**src/rtl/ts_filt_pkg.sv**
```systemverilog
package ts_filt_pkg;
  localparam int PID_W    = 13;
  localparam int REG_W    = 32;
  localparam int HDR_LEN  = 3;      // bytes needed before a decision
  localparam logic [7:0] SYNC_BYTE = 8'h47;
  localparam int EN_BIT   = 15;
  localparam int PASS_BIT = 16;
  localparam int MUTE_BIT = 13;
  localparam logic [PID_W-1:0] PARK_PID = 13'h1FFF;
endpackage

```
**src/rtl/ts_cfg_regs.sv**
```systemverilog
module ts_cfg_regs
  import ts_filt_pkg::*;
#(
  parameter int NSLOT = 8,
  parameter int AW    = 3
) (
  input  logic                        clk,
  input  logic                        rst,
  input  logic                        we,
  input  logic [AW-1:0]               addr,
  input  logic [REG_W-1:0]            wdata,
  input  logic                        load,
  output logic [NSLOT-1:0][PID_W-1:0] act_pid,
  output logic [NSLOT-1:0]            act_en,
  output logic                        act_pass,
  output logic                        act_mute
);
  logic [NSLOT-1:0][PID_W-1:0] sh_pid;
  logic [NSLOT-1:0]            sh_en;
  logic                        sh_pass, sh_mute;
  logic                        unused_bits;

  assign unused_bits = ^{wdata[REG_W-1:PASS_BIT+1], wdata[EN_BIT-1]};

  for (genvar i = 0; i < NSLOT; i++) begin : g_slot
    always_ff @(posedge clk) begin
      if (rst) begin
        sh_pid[i]  <= PARK_PID;
        sh_en[i]   <= 1'b0;
        act_pid[i] <= PARK_PID;
        act_en[i]  <= 1'b0;
      end else begin
        if (we && addr == AW'(i)) begin
          sh_pid[i] <= wdata[PID_W-1:0];
          sh_en[i]  <= wdata[EN_BIT];
        end
        if (load) begin
          act_pid[i] <= sh_pid[i];
          act_en[i]  <= sh_en[i];
        end
      end
    end
  end

  always_ff @(posedge clk) begin
    if (rst) begin
      sh_pass  <= 1'b0;
      sh_mute  <= 1'b0;
      act_pass <= 1'b0;
      act_mute <= 1'b0;
    end else begin
      if (we && addr == '0) begin
        sh_pass <= wdata[PASS_BIT];
        sh_mute <= wdata[MUTE_BIT];
      end
      if (load) begin
        act_pass <= sh_pass;
        act_mute <= sh_mute;
      end
    end
  end
endmodule

```
**src/rtl/ts_pid_match.sv**
```systemverilog
module ts_pid_match
  import ts_filt_pkg::*;
#(
  parameter int NSLOT = 8
) (
  input  logic [PID_W-1:0]            pid,
  input  logic [NSLOT-1:0][PID_W-1:0] slot_pid,
  input  logic [NSLOT-1:0]            slot_en,
  output logic                        hit
);
  logic [NSLOT-1:0] eq;

  for (genvar i = 0; i < NSLOT; i++) begin : g_cmp
    assign eq[i] = slot_en[i] && (slot_pid[i] == pid);
  end

  assign hit = |eq;
endmodule

```
**src/rtl/ts_pkt_gate.sv**
```systemverilog
module ts_pkt_gate
  import ts_filt_pkg::*;
#(
  parameter int PKT_LEN = 188
) (
  input  logic             clk,
  input  logic             rst,
  input  logic             in_valid,
  input  logic             in_sop,
  input  logic [7:0]       in_data,
  input  logic             hit,
  input  logic             pass_all,
  input  logic             mute,
  output logic [PID_W-1:0] pid,
  output logic             busy,
  output logic             out_valid,
  output logic             out_sop,
  output logic [7:0]       out_data
);
  localparam int CW = $clog2(PKT_LEN + 1);
  localparam logic [CW-1:0] IDX_DEC  = CW'(HDR_LEN - 1);
  localparam logic [CW-1:0] IDX_LAST = CW'(PKT_LEN - 1);

  logic          in_pkt;
  logic [CW-1:0] cnt;
  logic [7:0]    sr0, sr1;      // sr0 older byte, sr1 newer byte
  logic          keep;
  logic [7:0]    fl0, fl1;      // tail bytes still to drain
  logic [1:0]    fl_n;

  logic start, take, is_dec, is_last, fwd, main_emit, fl_emit;

  assign start     = in_valid && !in_pkt && in_sop && (in_data == SYNC_BYTE);
  assign take      = in_valid && in_pkt;
  assign is_dec    = take && (cnt == IDX_DEC);
  assign is_last   = take && (cnt == IDX_LAST);
  assign pid       = {sr1[PID_W-9:0], in_data};
  assign fwd       = !mute && (pass_all || hit);
  assign main_emit = take && (cnt >= IDX_DEC) && (is_dec ? fwd : keep);
  assign fl_emit   = (fl_n != 2'd0);
  assign busy      = in_pkt;

  // framing
  always_ff @(posedge clk) begin
    if (rst) begin
      in_pkt <= 1'b0;
      cnt    <= '0;
      sr0    <= '0;
      sr1    <= '0;
      keep   <= 1'b0;
    end else begin
      if (start) begin
        in_pkt <= 1'b1;
        cnt    <= CW'(1);
      end else if (take) begin
        if (is_last) begin
          in_pkt <= 1'b0;
          cnt    <= '0;
        end else begin
          cnt <= cnt + CW'(1);
        end
      end
      if (start || take) begin
        sr0 <= sr1;
        sr1 <= in_data;
      end
      if (is_dec) keep <= fwd;
    end
  end

  // tail drain
  always_ff @(posedge clk) begin
    if (rst) begin
      fl0  <= '0;
      fl1  <= '0;
      fl_n <= 2'd0;
    end else if (is_last) begin
      fl0  <= sr1;
      fl1  <= in_data;
      fl_n <= keep ? 2'd2 : 2'd0;
    end else if (fl_emit) begin
      fl0  <= fl1;
      fl_n <= fl_n - 2'd1;
    end
  end

  // registered output
  always_ff @(posedge clk) begin
    if (rst) begin
      out_valid <= 1'b0;
      out_sop   <= 1'b0;
      out_data  <= '0;
    end else begin
      out_valid <= main_emit || fl_emit;
      out_sop   <= main_emit && is_dec;
      out_data  <= main_emit ? sr0 : fl0;
    end
  end

  // the first output byte of a packet is always the sync value
  p_head_sync_r8: assert property (@(posedge clk) disable iff (rst)
    (out_valid && out_sop) |-> (out_data == SYNC_BYTE));

  // draining tail never shares a cycle with a new packet's bytes
  p_no_collide_r10: assert property (@(posedge clk) disable iff (rst)
    fl_emit |-> !main_emit);

  // mute suppresses the head byte of the judged packet
  p_mute_r7: assert property (@(posedge clk) disable iff (rst)
    (is_dec && mute) |=> !out_valid);

  // pass-all forwards the head byte of the judged packet
  p_pass_r6: assert property (@(posedge clk) disable iff (rst)
    (is_dec && pass_all && !mute) |=> (out_valid && out_sop));

  // a non-sync byte outside a packet never opens one
  p_hunt_r2: assert property (@(posedge clk) disable iff (rst)
    (!in_pkt && !(in_valid && in_sop && in_data == SYNC_BYTE)) |=> !in_pkt);
endmodule

```
**src/rtl/ts_pid_filter.sv**
```systemverilog
module ts_pid_filter
  import ts_filt_pkg::*;
#(
  parameter int NSLOT   = 8,
  parameter int PKT_LEN = 188,
  localparam int AW     = (NSLOT > 1) ? $clog2(NSLOT) : 1
) (
  input  logic             clk,
  input  logic             rst,
  input  logic             in_valid,
  input  logic             in_sop,
  input  logic [7:0]       in_data,
  input  logic             cfg_we,
  input  logic [AW-1:0]    cfg_addr,
  input  logic [REG_W-1:0] cfg_wdata,
  output logic             out_valid,
  output logic             out_sop,
  output logic [7:0]       out_data
);
  logic [NSLOT-1:0][PID_W-1:0] act_pid;
  logic [NSLOT-1:0]            act_en;
  logic                        act_pass, act_mute;
  logic [PID_W-1:0]            pid;
  logic                        hit, busy;

  ts_cfg_regs #(.NSLOT(NSLOT), .AW(AW)) u_cfg (
    .clk      (clk),
    .rst      (rst),
    .we       (cfg_we),
    .addr     (cfg_addr),
    .wdata    (cfg_wdata),
    .load     (!busy),
    .act_pid  (act_pid),
    .act_en   (act_en),
    .act_pass (act_pass),
    .act_mute (act_mute)
  );

  ts_pid_match #(.NSLOT(NSLOT)) u_match (
    .pid      (pid),
    .slot_pid (act_pid),
    .slot_en  (act_en),
    .hit      (hit)
  );

  ts_pkt_gate #(.PKT_LEN(PKT_LEN)) u_gate (
    .clk       (clk),
    .rst       (rst),
    .in_valid  (in_valid),
    .in_sop    (in_sop),
    .in_data   (in_data),
    .hit       (hit),
    .pass_all  (act_pass),
    .mute      (act_mute),
    .pid       (pid),
    .busy      (busy),
    .out_valid (out_valid),
    .out_sop   (out_sop),
    .out_data  (out_data)
  );

  // settings in force stay frozen while a packet is open
  p_cfg_frozen_r9: assert property (@(posedge clk) disable iff (rst)
    busy |=> ($stable(act_pid) && $stable(act_en) && $stable(act_pass) && $stable(act_mute)));
endmodule

```
**config.mk**
```make
export PLATFORM = sky130hd
export DESIGN_NAME = ts_pid_filter
export DESIGN_NICKNAME = d
export VERILOG_FILES = /design/src/rtl/ts_filt_pkg.sv /design/src/rtl/ts_cfg_regs.sv /design/src/rtl/ts_pid_match.sv /design/src/rtl/ts_pkt_gate.sv /design/src/rtl/ts_pid_filter.sv
export SDC_FILE = /design/constraint.sdc
export NUM_CORES = 1
export LEC_CHECK = 0
export BUFFER_PORTS_ARGS = -buffer_cell sky130_fd_sc_hd__buf_2
export CORE_UTILIZATION = 23
export CTS_CLUSTER_DIAMETER = 60
export CTS_CLUSTER_SIZE = 20
export DETAILED_ROUTE_END_ITERATION = 8
export GPL_TIMING_DRIVEN = 0
export SETUP_SLACK_MARGIN = 0.15
export SLEW_MARGIN = 20
export SYNTH_ARGS = -nofsm -noshare
export SYNTH_HDL_FRONTEND = slang
export SYNTH_SLANG_ARGS = --single-unit
```
**constraint.sdc**
```tcl
create_clock -name clk -period 2.36 [get_ports clk]
set_input_delay 0.236 -clock clk [delete_from_list [all_inputs] [get_ports clk]]
set_output_delay 0.236 -clock clk [all_outputs]
set_load 0.01 [all_outputs]
```
* Word level (Yosys, flattened, before mapping)
Cells that the tools add are included.
** Word-level totals
- RAM bits :: 0
- Logic and storage cells :: 121
- Latch bits :: 0
- Memories kept :: 0
- Memory bits (read-only) :: 0
- Register bits after elaboration :: 282
- Input bits :: 48
** Operators by class
- Add/subtract/negate cells :: 2
- Bitwise gates (word level) :: 0
- Divide/modulo/power cells :: 0
- Eq/ne operators :: 18
- Multiply operators :: 0
- Mux-type cells :: 13
- $lt $le $gt $ge :: 1
- Reductions and logical operators :: 39
- Shifts and indexed selects :: 0
** Operator list (number)
- 13-bit == test :: 8
- 8-bit 2-to-1 mux :: 4
- 1-bit logical AND :: 26
- 3-bit == test (second input constant) :: 4
- 8-bit by 1-bit adder with 8-bit output (second input constant) :: 1
- 8-bit by 2-bit == test with 1-bit output (second input constant) :: 1
- 8-bit by 7-bit == test with 1-bit output (second input constant) :: 1
- 8-bit == test (second input constant) :: 1
- 8-bit by 2-bit greater-or-equal comparator with 1-bit output (second input constant) :: 1
- 2-bit nonzero test :: 4
- 8-bit OR reduction :: 1
- 3-bit by 2-bit == test with 1-bit output (second input constant) :: 2
- 1-bit 2-to-1 mux :: 6
- 2-bit 2-to-1 mux :: 3
- 3-bit by 1-bit == test with 1-bit output (second input constant) :: 1
- 3-bit zero test :: 1
- 1-bit logical OR :: 3
- 1-bit zero test :: 2
- 2-bit AND reduction :: 1
- 2-bit OR reduction :: 1
- 2-bit by 1-bit subtractor with 2-bit output (second input constant) :: 1

* Depth between registers and ports, before layout
Gate-level depths: netlist (run 1).
- Depth in word-level cells :: 8
- Mapped depth :: 9
- Depth with buffers taken out :: 7

* By module
A second synthesis (run 1) with hierarchy kept.
** Second synthesis, totals
- Cells, all modules :: 1199
- Area, all modules :: 12141.6 sq um
** By module, submodules not included
- ts_cfg_regs :: cells each 776, times used 1, area an instance 8444.3 sq um, sequential area each 4564.4 sq um
- ts_pkt_gate :: cells each 263, times used 1, area an instance 2376.0 sq um, sequential area each 1081.0 sq um
- ts_pid_match :: cells each 159, times used 1, area an instance 1317.5 sq um, sequential area each 0.0 sq um
- ts_pid_filter :: cells each 1, times used 1, area an instance 3.8 sq um, sequential area each 0.0 sq um

* Worst setup path before layout (run 1)
OpenSTA, ideal clock, no wires.
- Path kind :: flip-flop to flip-flop
- Start :: register u_gate.sr1[2]
- End :: register u_gate.out_data[0]
- Buffers on the path :: 2
- Slack :: 0.702 ns
- Library setup time :: 0.072 ns
- Data arrival time :: 1.586 ns
- Data required time :: 2.288 ns
- Period minus slack after synthesis :: 1.658 ns
- Stages on the path, launching flop included :: 10
- Cell sequence :: dfxtp_1 -> buf_6 -> xnor2_1 -> nand4_1 -> nor4_1 -> nor4_1 -> nand4_1 -> and3_1 -> buf_6 -> mux2i_1
** Between the ends
- Longest elaborated chain between the ends :: 8
- Elaborated cells between the ends (all ways) :: 22
- Classes of those cells :: 8 x eq/ne; 2 x mux; 12 x reduce/logical
** Ends and longest elaborated chain
- start, declared :: RTL line ts_pkt_gate.sv:26 : logic [7:0] sr0, sr1;
- start signal, assigned :: RTL line ts_pkt_gate.sv:65 : sr1 <= in_data;
- 13-bit == test :: RTL line ts_pid_match.sv:14 : assign eq[i] = slot_en[i] && (slot_pid[i] == pid);
- 1-bit logical AND :: RTL line ts_pid_match.sv:14
- 8-bit OR reduction (*) :: RTL line ts_pid_match.sv:17 : assign hit = |eq;
- 1-bit logical OR (*) :: RTL line ts_pkt_gate.sv:38 : assign fwd = !mute && (pass_all || hit);
- 1-bit logical AND (*) :: RTL line ts_pkt_gate.sv:38
- 1-bit 2-to-1 mux (*) :: RTL line ts_pkt_gate.sv:39 : assign main_emit = take && (cnt >= IDX_DEC) && (is_dec ? fwd : keep);
- 1-bit logical AND (*) :: RTL line ts_pkt_gate.sv:39
- 8-bit 2-to-1 mux (*) :: RTL line ts_pkt_gate.sv:96 : out_data <= main_emit ? sr0 : fl0;
- end signal, assigned :: RTL line ts_pkt_gate.sv:96
- end, declared :: RTL line ts_pkt_gate.sv:18 : output logic [7:0] out_data
Every way passes the cells marked *; elsewhere a longest branch is shown, timed or not.
A chain may end at the register's enable or synchronous reset.

* Final worst setup path (run 1)
- Start :: register u_gate.sr1[4]
- End :: register u_gate.out_valid
** Between the ends
- Longest elaborated chain between the ends :: 8
- Elaborated cells between the ends (all ways) :: 22
- Classes of those cells :: 8 x eq/ne; 1 x mux; 13 x reduce/logical
** Ends and longest elaborated chain
- 13-bit == test :: RTL line ts_pid_match.sv:14
- 1-bit logical AND :: RTL line ts_pid_match.sv:14
- 8-bit OR reduction (*) :: RTL line ts_pid_match.sv:17
- 1-bit logical OR (*) :: RTL line ts_pkt_gate.sv:38
- 1-bit logical AND (*) :: RTL line ts_pkt_gate.sv:38
- 1-bit 2-to-1 mux (*) :: RTL line ts_pkt_gate.sv:39
- 1-bit logical AND (*) :: RTL line ts_pkt_gate.sv:39
- 1-bit logical OR (*) :: RTL line ts_pkt_gate.sv:94 : out_valid <= main_emit || fl_emit;
- end signal, assigned :: RTL line ts_pkt_gate.sv:94
- end, declared :: RTL line ts_pkt_gate.sv:16 : output logic out_valid,
Marks and branches as above.

==> results of run 1 <==
[layout make-up]
type | instances | area share (%)
Antenna cell | 1 | 0.0180
Buffer | 112 | 4.36
Clock buffer | 24 | 4.02
Clock inverter | 15 | 1.20
Inverter | 4 | 0.108
Multi-Input combinational cell | 844 | 41.9
Sequential cell | 282 | 40.7
Tap cell | 680 | 6.13
Timing Repair Buffer | 35 | 1.46
[how the worst max path moves through the flow]
| stage | endpoint |
|---|---|
| global route | u_gate.out_valid |
| floorplan | u_gate.out_data[0] |
| detailed placement | u_gate.out_data[0] |
| finish | u_gate.out_valid |
| global placement | u_gate.out_data[7] |
| CTS | u_gate.out_data[0] |
[metal layers]
layer  vias up  GRT usage, %  routed length [um]
met1      4494          18.0               16600
met5         -             0                  65
li1       4337             -                   -
met3        56          2.79                2210
met2       223          20.8               15700
met4        10          3.54                 871
[cell usage after synthesis (18+ instances only)]
library cell	n
mux2i_1	47
clkbuf_1	70
a21oi_1	18
dfxtp_1	282
nor2_1	61
nand2b_1	19
nor2b_1	156
nand4_1	28
nand2_1	148
a211o_1	156
nand3b_1	52
xnor2_1	103
[flip-flops by register name, indices dropped and copies added, names as in the netlist, 2 cells and up]
| signal | count |
|---|---|
| u_gate.fl0 | 8 |
| u_gate.fl_n | 2 |
| u_cfg.sh_en | 8 |
| u_cfg.act_pid | 104 |
| u_cfg.sh_pid | 104 |
| u_gate.sr0 | 8 |
| u_gate.sr1 | 8 |
| u_gate.cnt | 8 |
| u_gate.out_data | 8 |
| u_gate.fl1 | 8 |
| u_cfg.act_en | 8 |
[tightest hold or removal path, stage by stage]
cell,delay [ns]
clkbuf_2,0.21
nand2_1,0.11
nand3b_1,0.06
[stage by stage]
| step | instance area, sq um | power [mW] | setup slack (ns) |
|---|---|---|---|
| after floorplan | 11900 | 5.60 | 0.702 |
| after global placement | 12900 | 5.85 | -0.361 |
| after detailed placement | 12900 | 5.86 | -0.375 |
| after CTS | 13800 | 9.65 | 0.127 |
| after global routing | 13900 | 9.93 | 0.0557 |
| final | 13900 | 9.59 | 0.102 |
[power groups by stage]
stage                     sequential, mW  combinational, mW  clock [mW]
after CTS                           4.94              0.812        3.90
final                               4.95              0.816        3.82
after global placement              5.05              0.794           0
after detailed placement            5.06              0.802           0
after global routing                4.96              0.882        4.09
after floorplan                     5.04              0.561           0
[repair_timing]
item,CTS,global route
setup endpoints to repair,120,23
endpoints found under the hold margin,2,0
resized for setup,31,8
hold buffers,2,0
pin swaps,6,6
buffers inserted,4,3
[cells by family (layout without fill, tap and decap cells)]
kind of cell / after synthesis / in the layout / synth area share [%]
xor gates and xnor gates: 111 / 111 / 8.16
DFF: 282 / 282 / 47.4
buffers and inverters: 116 / 190 / 4.78
adders and majority gates: 3 / 3 / 0.315
AOI/OAI and AO/OA: 187 / 187 / 13.0
muxes: 47 / 47 / 3.95
and+or+nand+nor: 496 / 496 / 22.4
other: 0 / 1 / 0
==> results.json, run 1 <==
{
  "maxSlewHeadroom_pct": 39.0,
  "p_clk_share_pct": 39.9,
  "ys_warn_count": 0,
  "period_minus_slack_ns": 2.26,
  "ys_ff_latch": 282,
  "initial_core_util_pct": 23.3,
  "min_from": "cfg_wdata[12]",
  "cts_tree": "built",
  "r2r_start": "u_gate.sr1[4]",
  "dp_cells": 1948,
  "hold_ws_ns": 0.142,
  "drc": 0,
  "grt_pass1_wl_mm": 53.3,
  "critPathLaunch": "u_gate.sr1[4]",
  "cp_common_cell": "nand4_1",
  "multi_input_area_sq_mm": 0.00582,
  "drt_wl_total_mm": 35.4,
  "end_kind": "register",
  "first_pass_iters": 5,
  "synth-seq-area-share_pct": 47.4,
  "cp_num_cells": 9,
  "cts_root_buffer": "clkbuf_16",
  "seq_power_share_pct": 51.6,
  "drt_iter0_drc": 748,
  "netlist_instances": 1242,
  "fin_crit_sh_pct": 95.7,
  "critical_path_buf_inv_count": 2,
  "synthTopCellsByArea": "dfxtp_1, a211o_1, nor2b_1",
  "grt_use_total_pct": 13.2,
  "start_kind": "register",
  "ff_latch_area_sq_mm": 0.00565,
  "pwr-share-comb_pct": 8.5,
  "syn_nets": 1293,
  "reg2reg_to": "u_gate.out_valid",
  "maxCapViolations": 0,
  "ioPinCount": 58,
  "antenna_found_initial": 5,
  "rows": 83,
  "reg2reg_depth": 9,
  "setup_violations": 0,
  "die_h_um": 230,
  "cpPeakStageDelay_ns": 0.41,
  "clockBufferDepth": 3,
  "final_nets": 1352,
  "crit_fanout": 9,
  "insertion_delay_ns": 0.54,
  "cts_inserted_buffers": 22,
  "dieArea_sq_mm": 0.0527,
  "path_clk_slew_ns": 0.08,
  "path_class": "register to register",
  "dp_hpwl_mm": 23.5,
  "synth_ff_type": "dfxtp_1",
  "slowest_stage": "nor4_2",
  "synth_top_area_share_pct": 47.4,
  "status": "finished, final reports clean",
  "crit_path_cell_trace": "buf_12, xnor2_2, nand4_1, nor4_4, nor4_2, nand4_1, and3_4, buf_8, o21ba_1",
  "gp_congestion": 0.797,
  "fillers": 5408,
  "final_max_slew_viol_count": 0,
  "ant_nets": 0,
  "min_to": "u_cfg.sh_pid[51]",
  "powerDensity_mw_per_mm2": 691,
  "max_freq_mhz": 443,
  "layout_common_cells": "dfxtp_1, nor2b_1, a211o_1",
  "wl_per_cell_um": 17.7,
  "drive_above_1_share_pct": 10.3,
  "via_per_inst": 4.57,
  "hold_viol": 0,
  "portBuffers": 26,
  "p_sw_mw": 2.47,
  "syn-cell-area_sq_mm": 0.0119,
  "stdcell_count": 1997,
  "setup_tns_ns": 0,
  "worstHoldPathType": "input port to register",
  "ys_async_sr_fraction_pct": 0,
  "p_leak_nw": 5.01,
  "area_growth_pct": 16.5,
  "final_common_cell": "dfxtp_1",
  "p_int_mw": 7.11,
  "grt_setup_unrepaired": "yes",
  "reg2reg_slack_ns": 0.10,
  "htreeDepth": 1,
  "dieWidth_um": 230,
  "synth_cell_types": 38,
  "cts.sinks": 282,
  "swShare_pct": 25.8,
  "core_area_sq_mm": 0.0512,
  "critPathRequiredTime_ns": 2.78,
  "synth-edff-count": 0,
  "hold_depth": 3,
  "yosysTopAreaCell": "dfxtp_1",
  "utilization_pct": 27.1,
  "grt_max_degree": 21,
  "grt_remaining_overflow": 0,
  "arrival_ns": 2.67,
  "worst_pin_slew_ns": 0.915,
  "clock_skew_ns": 0.0289,
  "grt_pass1_vias": 8793,
  "vias": 9120,
  "synth_area_per_cell_sq_um": 9.59,
  "cp_top_family": "simple AND/OR/NAND/NOR gates",
  "vdd_drop_max_mv": 0.318
}
Note: power is estimated with default switching activity, not from simulation.
==> run 2, diff against run 1 <==
--- a/config.mk
+++ b/config.mk
@@ -6,11 +6,14 @@
 export NUM_CORES = 1
 export LEC_CHECK = 0
 export BUFFER_PORTS_ARGS = -buffer_cell sky130_fd_sc_hd__buf_2
+export CELL_PAD_IN_SITES_DETAIL_PLACEMENT = 1
+export CELL_PAD_IN_SITES_GLOBAL_PLACEMENT = 1
 export CORE_UTILIZATION = 23
 export CTS_CLUSTER_DIAMETER = 60
 export CTS_CLUSTER_SIZE = 20
 export DETAILED_ROUTE_END_ITERATION = 8
-export GPL_TIMING_DRIVEN = 0
+export GPL_TIMING_DRIVEN = 1
+export PLACE_DENSITY_LB_ADDON = 0.1
 export SETUP_SLACK_MARGIN = 0.15
 export SLEW_MARGIN = 20
 export SYNTH_ARGS = -nofsm -noshare
==> results.json, run 2 (same netlist as run 1, synthesis figures left out) <==
{
  "maxSlewHeadroom_pct": 57.8,
  "dp_hpwl_mm": 23.5,
  "hold_ws_ns": 0.0507,
  "core_area_sq_mm": 0.0512,
  "powerDensity_mw_per_mm2": 780,
  "arrival_ns": 2.65,
  "p_sw_mw": 2.89,
  "status": "finished with violations",
  "dieArea_sq_mm": 0.0527,
  "setup_violations": 0,
  "drt_iter0_drc": 453,
  "crit_fanout": 5,
  "path_class": "register to register",
  "antenna_cells": 0,
  "max_freq_mhz": 452,
  "ant_nets": 0,
  "area_growth_pct": 23.8,
  "htreeDepth": 2,
  "reg2reg_slack_ns": 0.15,
  "vdd_drop_max_mv": 0.357,
  "r2r_start": "u_gate.sr1[2]",
  "grt.busiest_layer": "met2",
  "swShare_pct": 25.1,
  "first_pass_iters": 6,
  "end_kind": "register",
  "clockBufferDepth": 3,
  "fin_crit_sh_pct": 93.8,
  "wl_per_cell_um": 18.7,
  "min_from": "cfg_wdata[12]",
  "start_kind": "register",
  "final_nets": 1339,
  "layout_common_cells": "dfxtp_1, nor2b_1, a211o_1",
  "initial_core_util_pct": 23.3,
  "utilization_pct": 28.8,
  "insertion_delay_ns": 0.55,
  "cts_inserted_buffers": 34,
  "maxCapViolations": 0,
  "dieWidth_um": 230,
  "drive_above_1_share_pct": 17.0,
  "use_met1_pct": 20.6,
  "critPathLaunch": "u_gate.sr1[2]",
  "pwr-share-comb_pct": 7.5,
  "critPathRequiredTime_ns": 2.79,
  "dp_cells": 1925,
  "rows": 83,
  "ioPinCount": 58,
  "grt_use_met3_pct": 2.60,
  "grt_setup_unrepaired": "yes",
  "reg2reg_depth": 11,
  "cts.sinks": 282,
  "drc": 2,
  "grt_use_total_pct": 14.5,
  "path_clk_slew_ns": 0.07,
  "antenna_found_initial": 1,
  "clock_skew_ns": 0.0225,
  "drt_wl_total_mm": 37.4,
  "seq_power_share_pct": 43.0,
  "cts_tree": "built",
  "stdcell_count": 1994,
  "final_common_cell": "dfxtp_1",
  "p_leak_nw": 5.53,
  "p_clk_share_pct": 49.5,
  "gp_congestion": 0.687,
  "setup_tns_ns": 0,
  "final_max_slew_viol_count": 0,
  "cts_root_buffer": "clkbuf_16",
  "reg2reg_to": "u_gate.out_valid",
  "grt_remaining_overflow": 0,
  "via_per_inst": 4.38,
  "crit_end": "u_gate.out_valid",
  "met2_usage_pct": 22.4,
  "worst_pin_slew_ns": 0.633,
  "hold_viol": 0,
  "period_minus_slack_ns": 2.21,
  "portBuffers": 41,
  "grt_pass1_vias": 8955,
  "reg_top3": "u_cfg.act_pid (104), u_cfg.sh_pid (104)",
  "grt_pass1_wl_mm": 57.6,
  "p_int_mw": 8.62,
  "grt_max_degree": 119,
  "violations": "DRC",
  "die_h_um": 230,
  "worstHoldPathType": "input port to register",
  "vias": 8741
}
-- run 2: cell count changes in the layout (fill, tap and decap cells not counted), sizes merged --
cell	delta
diode	-1
buf	+54
clkbuf	-66
bufinv	+4
clkinvlp	+4
clkinv	+2
-- run 2: per-stage QoR --
| stage | cell area, sq um | setup slack (ns) | total power [mW] |
|---|---|---|---|
| floorplan | 11900 | 0.702 | 5.60 |
| global placement | 13200 | -0.227 | 5.91 |
| detailed placement | 13200 | -0.288 | 5.93 |
| CTS | 14500 | 0.0472 | 11.8 |
| global route | 14800 | 0.0215 | 12.0 |
| finish | 14800 | 0.145 | 11.5 |
-- run 2: layout make-up --
class | count | area, sq um
clock inverters | 25 | 317
repair buffers | 122 | 1080
fillers | 5763 | 36400
multi-input cells | 844 | 5930
inverters | 4 | 15.0
clock buffers | 37 | 893
well taps | 680 | 851
flip-flops and latches | 282 | 5660
-- run 2: worst max-delay path: stages (launching register included) --
cell	delay, ns
dfxtp_2	0.33
buf_12	0.14
buf_12	0.14
xnor2_2	0.12
nand4_1	0.15
nor4_4	0.07
nor4_4	0.34
buf_4	0.17
nand4_1	0.11
and3_4	0.21
clkbuf_16	0.16
o21ba_1	0.16
-- run 2: worst min path at each step --
stage               cells past startpoint          endpoint
finish                                  3  u_cfg.sh_pid[38]
global route                            3  u_cfg.sh_pid[38]
CTS                                     3  u_cfg.sh_pid[38]
detailed placement                      2     u_gate.fl1[1]
global placement                        2    u_cfg.sh_en[7]
floorplan                               2     u_cfg.sh_mute
-- run 2: what timing repair did --
item,CTS,global route
buffers inserted,2,2
setup endpoints to repair,11,10
pin swaps,3,16
hold buffers,2,0
gates resized for setup,15,30
hold endpoints to repair,2,0
cloned,0,1
-- run 2: power groups by stage --
stage | clock [mW] | sequential (mW) | combinational (mW)
6_report | 5.70 | 4.95 | 0.859
5_1_grt | 6.13 | 4.96 | 0.956
4_1_cts | 5.94 | 4.95 | 0.882
3_5_place_dp | 0 | 5.06 | 0.874
3_3_place_gp | 0 | 5.05 | 0.860
2_1_floorplan | 0 | 5.04 | 0.561
-- run 2: metal layers --
layer / routed length [um] / up-vias
met1: 19100 / 4282
met4: 621 / 2
met3: 1010 / 44
met2: 16700 / 91
met5: 13 / -
li1: - / 4322
